===== src/rtl/sps_pkg.sv =====
package sps_pkg;

    localparam int CMD_BITS = 4;
    localparam int OPD_BITS = 16;
    localparam int RD_BITS  = 8;
    localparam int IDX_W    = $clog2(OPD_BITS);

    typedef enum logic [2:0] {
        ST_IDLE,
        ST_HI,
        ST_LO,
        ST_GAP,
        ST_TURN
    } phase_e;

    typedef enum logic [2:0] {
        SG_CMD,
        SG_OPD,
        SG_NCMD,
        SG_NOPD,
        SG_RX
    } seg_e;

    typedef enum logic [1:0] {
        K_WRITE = 2'd0,
        K_READ  = 2'd1,
        K_PROG  = 2'd2,
        K_ERASE = 2'd3
    } kind_e;

    // Round a duration up to whole system cycles, never below one.
    function automatic longint unsigned ns_to_cyc(longint unsigned ns, longint unsigned hz);
        longint unsigned c;
        c = (ns * hz + 64'd999_999_999) / 64'd1_000_000_000;
        return (c == 0) ? 64'd1 : c;
    endfunction

endpackage


===== src/rtl/sps_phase_len.sv =====
module sps_phase_len
    import sps_pkg::*;
#(
    parameter int              TW   = 8,
    parameter longint unsigned H_C  = 1,
    parameter longint unsigned G_C  = 1,
    parameter longint unsigned T_C  = 1,
    parameter longint unsigned PM_C = 1,
    parameter longint unsigned PC_C = 1,
    parameter longint unsigned D_C  = 1,
    parameter longint unsigned E_C  = 1
) (
    input  phase_e              phase,
    input  seg_e                seg,
    input  logic [IDX_W-1:0]    idx,
    input  kind_e               kind,
    input  logic                lng,
    output logic [TW-1:0]       lim
);
    localparam logic [TW-1:0] L_H  = TW'(H_C - 1);
    localparam logic [TW-1:0] L_G  = TW'(G_C - 1);
    localparam logic [TW-1:0] L_T  = TW'(T_C - 1);
    localparam logic [TW-1:0] L_PM = TW'(PM_C - 1);
    localparam logic [TW-1:0] L_PC = TW'(PC_C - 1);
    localparam logic [TW-1:0] L_D  = TW'(D_C - 1);
    localparam logic [TW-1:0] L_E  = TW'(E_C - 1);

    logic fourth_nop;

    always_comb begin
        fourth_nop = (seg == SG_NCMD) && (idx == IDX_W'(CMD_BITS - 1));
        unique case (phase)
            ST_HI: begin
                if (fourth_nop && kind == K_PROG) lim = lng ? L_PC : L_PM;
                else                              lim = L_H;
            end
            ST_LO: begin
                if (fourth_nop && kind == K_PROG)       lim = L_D;
                else if (fourth_nop && kind == K_ERASE) lim = L_E;
                else                                    lim = L_H;
            end
            ST_GAP:  lim = L_G;
            ST_TURN: lim = L_T;
            default: lim = '0;
        endcase
    end
endmodule


===== src/rtl/sps_pin_drive.sv =====
module sps_pin_drive
    import sps_pkg::*;
(
    input  phase_e               phase,
    input  seg_e                 seg,
    input  logic [IDX_W-1:0]     idx,
    input  logic [CMD_BITS-1:0]  cmd,
    input  logic [OPD_BITS-1:0]  pay,
    output logic                 clk_o,
    output logic                 dat_o,
    output logic                 oe_o
);
    always_comb begin
        clk_o = (phase == ST_HI);
        unique case (seg)
            SG_CMD:  dat_o = cmd[idx[$clog2(CMD_BITS)-1:0]];
            SG_OPD:  dat_o = pay[idx];
            default: dat_o = 1'b0;
        endcase
        oe_o = !((phase == ST_TURN) ||
                 (seg == SG_RX && (phase == ST_HI || phase == ST_LO)));
    end
endmodule


===== src/rtl/sps_rx_capture.sv =====
module sps_rx_capture #(
    parameter int W = 8
) (
    input  logic         clk,
    input  logic         rst_n,
    input  logic         clr,
    input  logic         cap,
    input  logic         din,
    output logic [W-1:0] data
);
    logic [W-1:0] data_d, data_q;

    always_comb begin
        data_d = data_q;
        if (clr)      data_d = '0;
        else if (cap) data_d = {din, data_q[W-1:1]};
    end

    always_ff @(posedge clk or negedge rst_n) begin
        if (!rst_n) data_q <= '0;
        else        data_q <= data_d;
    end

    assign data = data_q;
endmodule


===== src/rtl/sps_host_seq.sv =====
module sps_host_seq
    import sps_pkg::*;
#(
    parameter int unsigned CLK_HZ      = 100_000_000,
    parameter int unsigned HALF_NS     = 500,
    parameter int unsigned GAP_NS      = 40,
    parameter int unsigned TURN_NS     = 20,
    parameter int unsigned PROG_MEM_NS = 1_000_000,
    parameter int unsigned PROG_CFG_NS = 5_000_000,
    parameter int unsigned DISCH_NS    = 100_000,
    parameter int unsigned ERASE_NS    = 5_000_000
) (
    input  logic        clk,
    input  logic        rst_n,
    input  logic        req_valid,
    output logic        req_ready,
    input  logic [1:0]  req_kind,
    input  logic [3:0]  req_cmd,
    input  logic [15:0] req_payload,
    input  logic        req_long,
    output logic        pgc,
    output logic        pgd_out,
    output logic        pgd_oe,
    input  logic        pgd_in,
    output logic        rsp_done,
    output logic [7:0]  rsp_data
);
    localparam longint unsigned H_C  = ns_to_cyc(HALF_NS, CLK_HZ);
    localparam longint unsigned G_C  = ns_to_cyc(GAP_NS, CLK_HZ);
    localparam longint unsigned T_C  = ns_to_cyc(TURN_NS, CLK_HZ);
    localparam longint unsigned PM_C = ns_to_cyc(PROG_MEM_NS, CLK_HZ);
    localparam longint unsigned PC_C = ns_to_cyc(PROG_CFG_NS, CLK_HZ);
    localparam longint unsigned D_C  = ns_to_cyc(DISCH_NS, CLK_HZ);
    localparam longint unsigned E_C  = ns_to_cyc(ERASE_NS, CLK_HZ);
    localparam longint unsigned M1   = (H_C > G_C) ? H_C : G_C;
    localparam longint unsigned M2   = (M1 > T_C) ? M1 : T_C;
    localparam longint unsigned M3   = (M2 > PM_C) ? M2 : PM_C;
    localparam longint unsigned M4   = (M3 > PC_C) ? M3 : PC_C;
    localparam longint unsigned M5   = (M4 > D_C) ? M4 : D_C;
    localparam longint unsigned MAXC = (M5 > E_C) ? M5 : E_C;
    localparam int TW = $clog2(MAXC + 1);

    typedef struct packed {
        phase_e                st;
        seg_e                  seg;
        kind_e                 kind;
        logic                  lng;
        logic [CMD_BITS-1:0]   cmd;
        logic [OPD_BITS-1:0]   pay;
        logic [IDX_W-1:0]      idx;
        logic [TW-1:0]         tmr;
        logic                  done;
    } seq_t;

    seq_t              d, q;
    logic [TW-1:0]     lim;
    logic              end_ph;
    logic [IDX_W-1:0]  last_opd;
    logic              rx_clr, rx_cap;

    sps_phase_len #(
        .TW(TW), .H_C(H_C), .G_C(G_C), .T_C(T_C),
        .PM_C(PM_C), .PC_C(PC_C), .D_C(D_C), .E_C(E_C)
    ) u_len (
        .phase(q.st), .seg(q.seg), .idx(q.idx),
        .kind(q.kind), .lng(q.lng), .lim(lim)
    );

    sps_pin_drive u_pins (
        .phase(q.st), .seg(q.seg), .idx(q.idx), .cmd(q.cmd), .pay(q.pay),
        .clk_o(pgc), .dat_o(pgd_out), .oe_o(pgd_oe)
    );

    sps_rx_capture #(.W(RD_BITS)) u_rx (
        .clk(clk), .rst_n(rst_n), .clr(rx_clr), .cap(rx_cap),
        .din(pgd_in), .data(rsp_data)
    );

    always_comb begin
        d        = q;
        d.done   = 1'b0;
        d.tmr    = q.tmr + 1'b1;
        end_ph   = (q.tmr == lim);
        last_opd = (q.kind == K_READ) ? IDX_W'(RD_BITS - 1) : IDX_W'(OPD_BITS - 1);
        rx_clr   = (q.st == ST_IDLE) && req_valid;
        rx_cap   = (q.st == ST_HI) && (q.seg == SG_RX) && end_ph;

        unique case (q.st)
            ST_IDLE: begin
                d.tmr = '0;
                if (req_valid) begin
                    d.kind = kind_e'(req_kind);
                    d.lng  = req_long;
                    d.cmd  = req_cmd;
                    d.pay  = req_payload;
                    d.st   = ST_HI;
                    d.seg  = SG_CMD;
                    d.idx  = '0;
                end
            end
            ST_HI: begin
                if (end_ph) begin
                    d.st  = ST_LO;
                    d.tmr = '0;
                end
            end
            ST_LO: begin
                if (end_ph) begin
                    d.tmr = '0;
                    d.st  = ST_HI;
                    d.idx = q.idx + 1'b1;
                    unique case (q.seg)
                        SG_CMD: begin
                            if (q.idx == IDX_W'(CMD_BITS - 1)) begin
                                d.st  = ST_GAP;
                                d.idx = q.idx;
                            end
                        end
                        SG_OPD: begin
                            if (q.idx == last_opd) begin
                                d.st  = (q.kind == K_READ) ? ST_TURN : ST_GAP;
                                d.idx = q.idx;
                            end
                        end
                        SG_NCMD: begin
                            if (q.idx == IDX_W'(CMD_BITS - 1)) begin
                                d.seg = SG_NOPD;
                                d.idx = '0;
                            end
                        end
                        SG_NOPD: begin
                            if (q.idx == IDX_W'(OPD_BITS - 1)) begin
                                d.st  = ST_GAP;
                                d.idx = q.idx;
                            end
                        end
                        default: begin
                            if (q.idx == IDX_W'(RD_BITS - 1)) begin
                                d.st  = ST_GAP;
                                d.idx = q.idx;
                            end
                        end
                    endcase
                end
            end
            ST_GAP: begin
                if (end_ph) begin
                    d.tmr = '0;
                    if (q.seg == SG_CMD) begin
                        d.st  = ST_HI;
                        d.seg = SG_OPD;
                        d.idx = '0;
                    end else if (q.seg == SG_OPD &&
                                 (q.kind == K_PROG || q.kind == K_ERASE)) begin
                        d.st  = ST_HI;
                        d.seg = SG_NCMD;
                        d.idx = '0;
                    end else begin
                        d.st   = ST_IDLE;
                        d.done = 1'b1;
                    end
                end
            end
            ST_TURN: begin
                if (end_ph) begin
                    d.tmr = '0;
                    d.st  = ST_HI;
                    d.seg = SG_RX;
                    d.idx = '0;
                end
            end
            default: begin
                d.st  = ST_IDLE;
                d.tmr = '0;
            end
        endcase
    end

    always_ff @(posedge clk or negedge rst_n) begin
        if (!rst_n) begin
            q.st   <= ST_IDLE;
            q.seg  <= SG_NCMD;
            q.kind <= K_WRITE;
            q.lng  <= 1'b0;
            q.cmd  <= '0;
            q.pay  <= '0;
            q.idx  <= '0;
            q.tmr  <= '0;
            q.done <= 1'b0;
        end else begin
            q <= d;
        end
    end

    assign req_ready = (q.st == ST_IDLE);
    assign rsp_done  = q.done;
endmodule


===== config.mk =====
export PLATFORM = sky130hd
export DESIGN_NAME = sps_host_seq
export DESIGN_NICKNAME = d
export VERILOG_FILES = /design/src/rtl/sps_pkg.sv /design/src/rtl/sps_phase_len.sv /design/src/rtl/sps_pin_drive.sv /design/src/rtl/sps_rx_capture.sv /design/src/rtl/sps_host_seq.sv
export SDC_FILE = /design/constraint.sdc
export NUM_CORES = 1
export LEC_CHECK = 0
export BUFFER_PORTS_ARGS = -buffer_cell sky130_fd_sc_hd__buf_2
export CAP_MARGIN = 20
export CORE_UTILIZATION = 45
export DETAILED_ROUTE_END_ITERATION = 8
export GPL_ROUTABILITY_DRIVEN = 0
export SLEW_MARGIN = 10
export SYNTH_ARGS = -nofsm -noshare
export SYNTH_HDL_FRONTEND = slang
export SYNTH_SLANG_ARGS = --single-unit

===== constraint.sdc =====
create_clock -name clk -period 4.46 [get_ports clk]
set_input_delay 0.223 -clock clk [delete_from_list [all_inputs] [get_ports clk]]
set_output_delay 0.223 -clock clk [all_outputs]
set_load 0.01 [all_outputs]

Word-level counts from Yosys, hierarchy flattened

Index checks and enable logic that the tools add are counted.

Flip-flop bits (word level): 61
Input bits: 27
Output and inout bits: 13

Mux-type cells: 48
Add/subtract/negate cells: 2
Reductions and logical operators: 20
$lt $le $gt $ge: 2
Equality and inequality tests: 28

Operators by type and width:

| cell                                                 | number |
|---|---|
| case mux 19 bit (4 select lines)                     | 2 |
| two-way mux 19 bit                                   | 5 |
| two-way mux 23 bit                                   | 2 |
| two-way mux 33 bit                                   | 1 |
| two-way mux 4 bit                                    | 8 |
| case mux 4 bit (4 select lines)                      | 2 |
| two-way mux 24 bit                                   | 1 |
| two-way mux 6 bit                                    | 4 |
| case mux 3 bit (4 select lines)                      | 2 |
| adder 19 x 1 -> 19 bit (second input constant)       | 1 |
| equality test 19 bit                                 | 1 |
| two-way mux 3 bit                                    | 6 |
| two-way mux 8 bit                                    | 2 |
| case mux 3 bit (5 select lines)                      | 1 |
| equality test 3 x 2 -> 1 bit (second input constant) | 4 |
| inequality test 3 bit (second input constant)        | 4 |
| inequality test 2 bit (second input constant)        | 5 |
| AND reduction 10 bit                                 | 1 |
| logical AND 1 bit                                    | 8 |
| AND reduction 8 bit                                  | 1 |
| equality test 3 x 1 -> 1 bit (second input constant) | 2 |
| equality test 3 bit (second input constant)          | 2 |
| logical NOT 3 bit                                    | 2 |
| two-way mux 1 bit                                    | 6 |
| other kinds (21)                                     | 27 |

Depth between registers and ports, before layout

Depth in word-level cells: 10
Gate-level depth with buffers: 10
Mapped depth without buffers: 8

Cells and area by module

From an unflattened synthesis, not the netlist that was laid out.

Cells, all modules: 333
Area, all modules: 3529.6 um^2

Modules (own cells, without submodules):

| module         | times used | area an instance (um^2) | cells each | seq. area each (um^2) |
|---|---|---|---|---|
| sps_host_seq   | 1          | 2688.8                  | 248        | 1327.5 |
| sps_rx_capture | 1          | 325.3                   | 26         | 200.2 |
| sps_phase_len  | 1          | 277.8                   | 37         | 0.0 |
| sps_pin_drive  | 1          | 237.7                   | 22         | 0.0 |

Worst setup path before layout

OpenSTA, ideal clock, no wires.

Path type: register -> register
Start point: reg, netlist name q[48]
End point: reg u_rx.data_q[1], in the netlist u_rx.data[1]
Data arrival time: 2.741 ns
Path buffers: 2
Setup time: 0.124 ns
Setup slack: 1.595 ns
Cell stages (with the launch flop): 10
Required time: 4.336 ns
Cell sequence: dfstp_2 > buf_2 > or4b_4 > a2111oi_4 > nand4_2 > a2111oi_4 > nand3_4 > or2_1 > buf_6 > mux2i_1

Longest elaborated chain between the ends: 9

Ends and longest elaborated chain:

| what                                  | line                 | RTL |
|---|---|---|
| equality test 3 x 2 -> 1 bit          | sps_phase_len.sv:31  | `fourth_nop = (seg == SG_NCMD) && (idx == IDX_W'(CMD_BITS - 1));` |
| logical AND 1 bit                     | sps_phase_len.sv:31  |  |
| logical AND 1 bit                     | sps_phase_len.sv:39  | `else if (fourth_nop && kind == K_ERASE) lim = L_E;` |
| two-way mux 19 bit                    | sps_phase_len.sv:39  |  |
| two-way mux 19 bit                    | sps_phase_len.sv:38  | `if (fourth_nop && kind == K_PROG) lim = L_D;` |
| case mux 19 bit (4 select lines)      | sps_phase_len.sv:32  | `unique case (phase)` |
| equality test 19 bit                  | sps_host_seq.sv:83   | `end_ph = (q.tmr == lim);` |
| logical AND 1 bit *                   | sps_host_seq.sv:86   | `rx_cap = (q.st == ST_HI) && (q.seg == SG_RX) && end_ph;` |
| nonzero test 2 bit (no source line) * | n/a                  |  |
| end signal: assignment                | sps_rx_capture.sv:21 | `else data_q <= data_d;` |
| end: declaration                      | sps_rx_capture.sv:11 | `logic [W-1:0] data_d, data_q;` |

Every way passes the cells marked *; elsewhere a longest branch is shown, timed or not.
A chain may end at the register's enable or synchronous reset.

==> summary.md <==
| Metric | Value |
|---|---|
| Worst R2R Path Depth | 8 |
| Hold_ws | 0.0322 ns |
| Synthesized area per cell | 9.25 sq um |
| Synth top cells by count | nand2_1 (86), dfrtp_1 (60), nor2_1 (38) |
| Reg power frac | 48.0% |
| Synth top area cells | dfrtp_1 (43%), nand2_1 (9.3%), mux2i_1 (4.3%) |
| CP Launch Point | q[20] |
| Starting Density | 47.2% |
| Status | finished clean |
| Comb power frac | 2.0% |
| Sw Ratio | 20.2% |
| Post-synth EDFFs | 0 |
| TritonCTS clock tree | built |
| Clock power frac | 49.9% |
| Finish-stage setup viols | 0 |
| Internal reg-to-reg setup slack | 0.94 ns |
| Crit path setup slack, layout | 0.936 ns |
| Post-CTS Resized | 0 |
| # DRC | 0 |
| Largest net degree at the start of global routing | 62 |
| Cell Area, Synth | 3480 sq um |
| Row cnt | 31 |
| CTS Buffer Depth | 2 |
| CP Launch Type | flop |
| Synth top area share | 43.1% |
| Maxcap violations | 0 |
| Area Overhead vs Synth | 13.3% |
| H-tree depth | 3 |
| Via Count | 2710 |
| Die H | 89.9 um |
| Setup bufs post-CTS | 0 |
| Critical-path maximum fanout | 18 |
| Fin. Hold Viols | 0 |
| FF-to-FF End | q[19] |
| DP Worst Slack | 0.940 ns |
| Setup CP Type | reg -> reg |
| Post-DRT Antenna Nets | 0 |
| Nets | 435 |
| Ports | 40 |
| P_int | 0.000920 W |
| Leakage | 1.87 nW |
| Min Tclk post-route | 3.52 ns |
| Antenna diodes | 0 |
| Worst-Skew Late Latency | 0.34 ns |
| Placeable core area | 7370 sq um |
| Async SR Flop Fraction | 100% |
| TNS Setup | 0 ns |
| Unique cell type count in the Yosys netlist | 54 |
| Drt total wl | 7.17 mm |
| Sequential area share after synthesis | 43.9% |
| Final-report max-slew violation count | 0 |
| Hold crit path type | in -> async |
| Slew headroom | 45.7% |
| Setup clock skew after layout | 0.00696 ns |
| Die ar. | 8090 sq um |
| Worst R2R Start | q[20] |
| RSZ-0062 raised after global routing | false |
| Top FF cell, synth | dfrtp_1 |
| Worst IR Drop VDD | 0.000186 V |
| WP data arrival | 3.72 ns |
| Vias per cell | 5.32 |
| Synthesized netlist net count | 405 |
| Pwr Density | 292 nW/um^2 |
| Synth warn | 0 |
| Count leader, synth | nand2_1 |
| Final Cycle Share | 79.0% |
| Clock transition at path regs | 0.07 ns |
| DP Wirelength | 4.92 mm |
| Root Driver | clkbuf_8 |
| Layout cells sized above 1 | 18.8% |
| Yosys reg bits | 61 |
| Initial antenna violation count | 0 |
| Most area-hungry cell type in the Yosys netlist | dfrtp_1 |
| Num Clock Sinks | 61 |
| Vias in the first global route | 2656 |
| Fmax | 284 MHz |
| First DRT Iteration DRCs | 126 |
| Sw power | 0.000232 W |
| GRT Overall Usage | 19.5% |
| Worst-margin pin slew | 0.815 ns |
| Crit path capture type | flop |
| First-pass GRT wire length | 12.6 mm |
| DR pass1 iterations | 4 |
| Hold-fix buffers, CTS | 0 |
| Die Span X | 89.9 um |
| WL per Instance | 14.1 um |
| Cts bufs inserted | 9 |
| Grt ovf | 0 |
| Number of I/O port buffers | 39 |
| CP required | 4.65 ns |
| Gate Count Post-Synth | 376 |
[flip-flops by register name, summed over array words and instances, names as in the netlist]
name and count:
q 52, u_rx.data 8, rsp_done 1
[through the flow]
stage / area, sq um / power (W) / std cells / util [%]
3_3_place_gp: 3710 / 0.000588 / 494 / 50.3
6_report: 3940 / 0.00115 / 509 / 53.5
5_1_grt: 3940 / 0.00119 / 509 / 53.5
3_5_place_dp: 3710 / 0.000589 / 494 / 50.3
4_1_cts: 3940 / 0.00117 / 509 / 53.5
2_1_floorplan: 3480 / 0.000566 / 376 / -
[cell type report]
cell class / count / area [sq um]
clock inverters: 3 / 67.6
multi-input cells: 285 / 1820
clock buffers: 12 / 165
flip-flops and latches: 61 / 1530
fillers: 695 / 3430
well taps: 99 / 124
repair buffers: 41 / 210
inverters: 8 / 30.0
[worst max-delay path, cell delays in order (launching register included)]
cell and delay, ns:
dfrtp_1 0.62, ha_1 0.36, or4b_1 0.54, a2111oi_1 0.40, mux2i_1 0.20, nor4_4 0.33, nand3_4 0.24, nand2b_1 0.57
nor2_1 0.12
[power by group through the flow]
stage	registers, W	logic [W]	clock network, W
6_report	0.000554	0.0000231	0.000576
5_1_grt	0.000553	0.0000274	0.000610
4_1_cts	0.000554	0.0000247	0.000591
3_5_place_dp	0.000564	0.0000246	0
3_3_place_gp	0.000564	0.0000241	0
2_1_floorplan	0.000565	0.000000927	0
[worst max path at each step]
stage / to / cells past startpoint
floorplan: u_rx.data[1] / 9
global placement: q[3] / 8
detailed placement: q[14] / 8
CTS: q[19] / 8
global route: q[4] / 8
finish: q[19] / 8
[routing by layer]
layer  vias to the layer above  global-route usage, %  wire length [um]
li1                       1353                      -                 -
met1                      1284                   26.0              3400
met2                        62                   30.9              3310
met3                        11                   5.25               351
met4                         0                   6.85               112
met5                         -                      0                 0
[kinds of logic after synthesis]
logic type               after synthesis  synth area share, %
AND/OR/NAND/NOR                      202                 28.8
flip-flops                            61                 43.9
AO/OA/AOI/OAI                         39                 9.13
buffers and inverters                 30                 3.85
multiplexers                          22                 8.52
XOR/XNOR                              20                 5.03
adder cells (fa/ha/maj)                2                0.719
[placed cells by master (no fill, tap or decap), drive strengths merged, types with 5 or more instances in the layout]
cell    instances
inv             8
clkbuf         12
xor2            9
and2            9
nand2          86
a211oi          5
nand2b          6
nor4            6
and3            6
o21ai           5
xnor2          11
buf            41
a21oi           6
mux4            6
nor3            7
dfrtp          60
nand3          18
nor2           38
mux2i          15
Power figures use the tool's default switching activity.
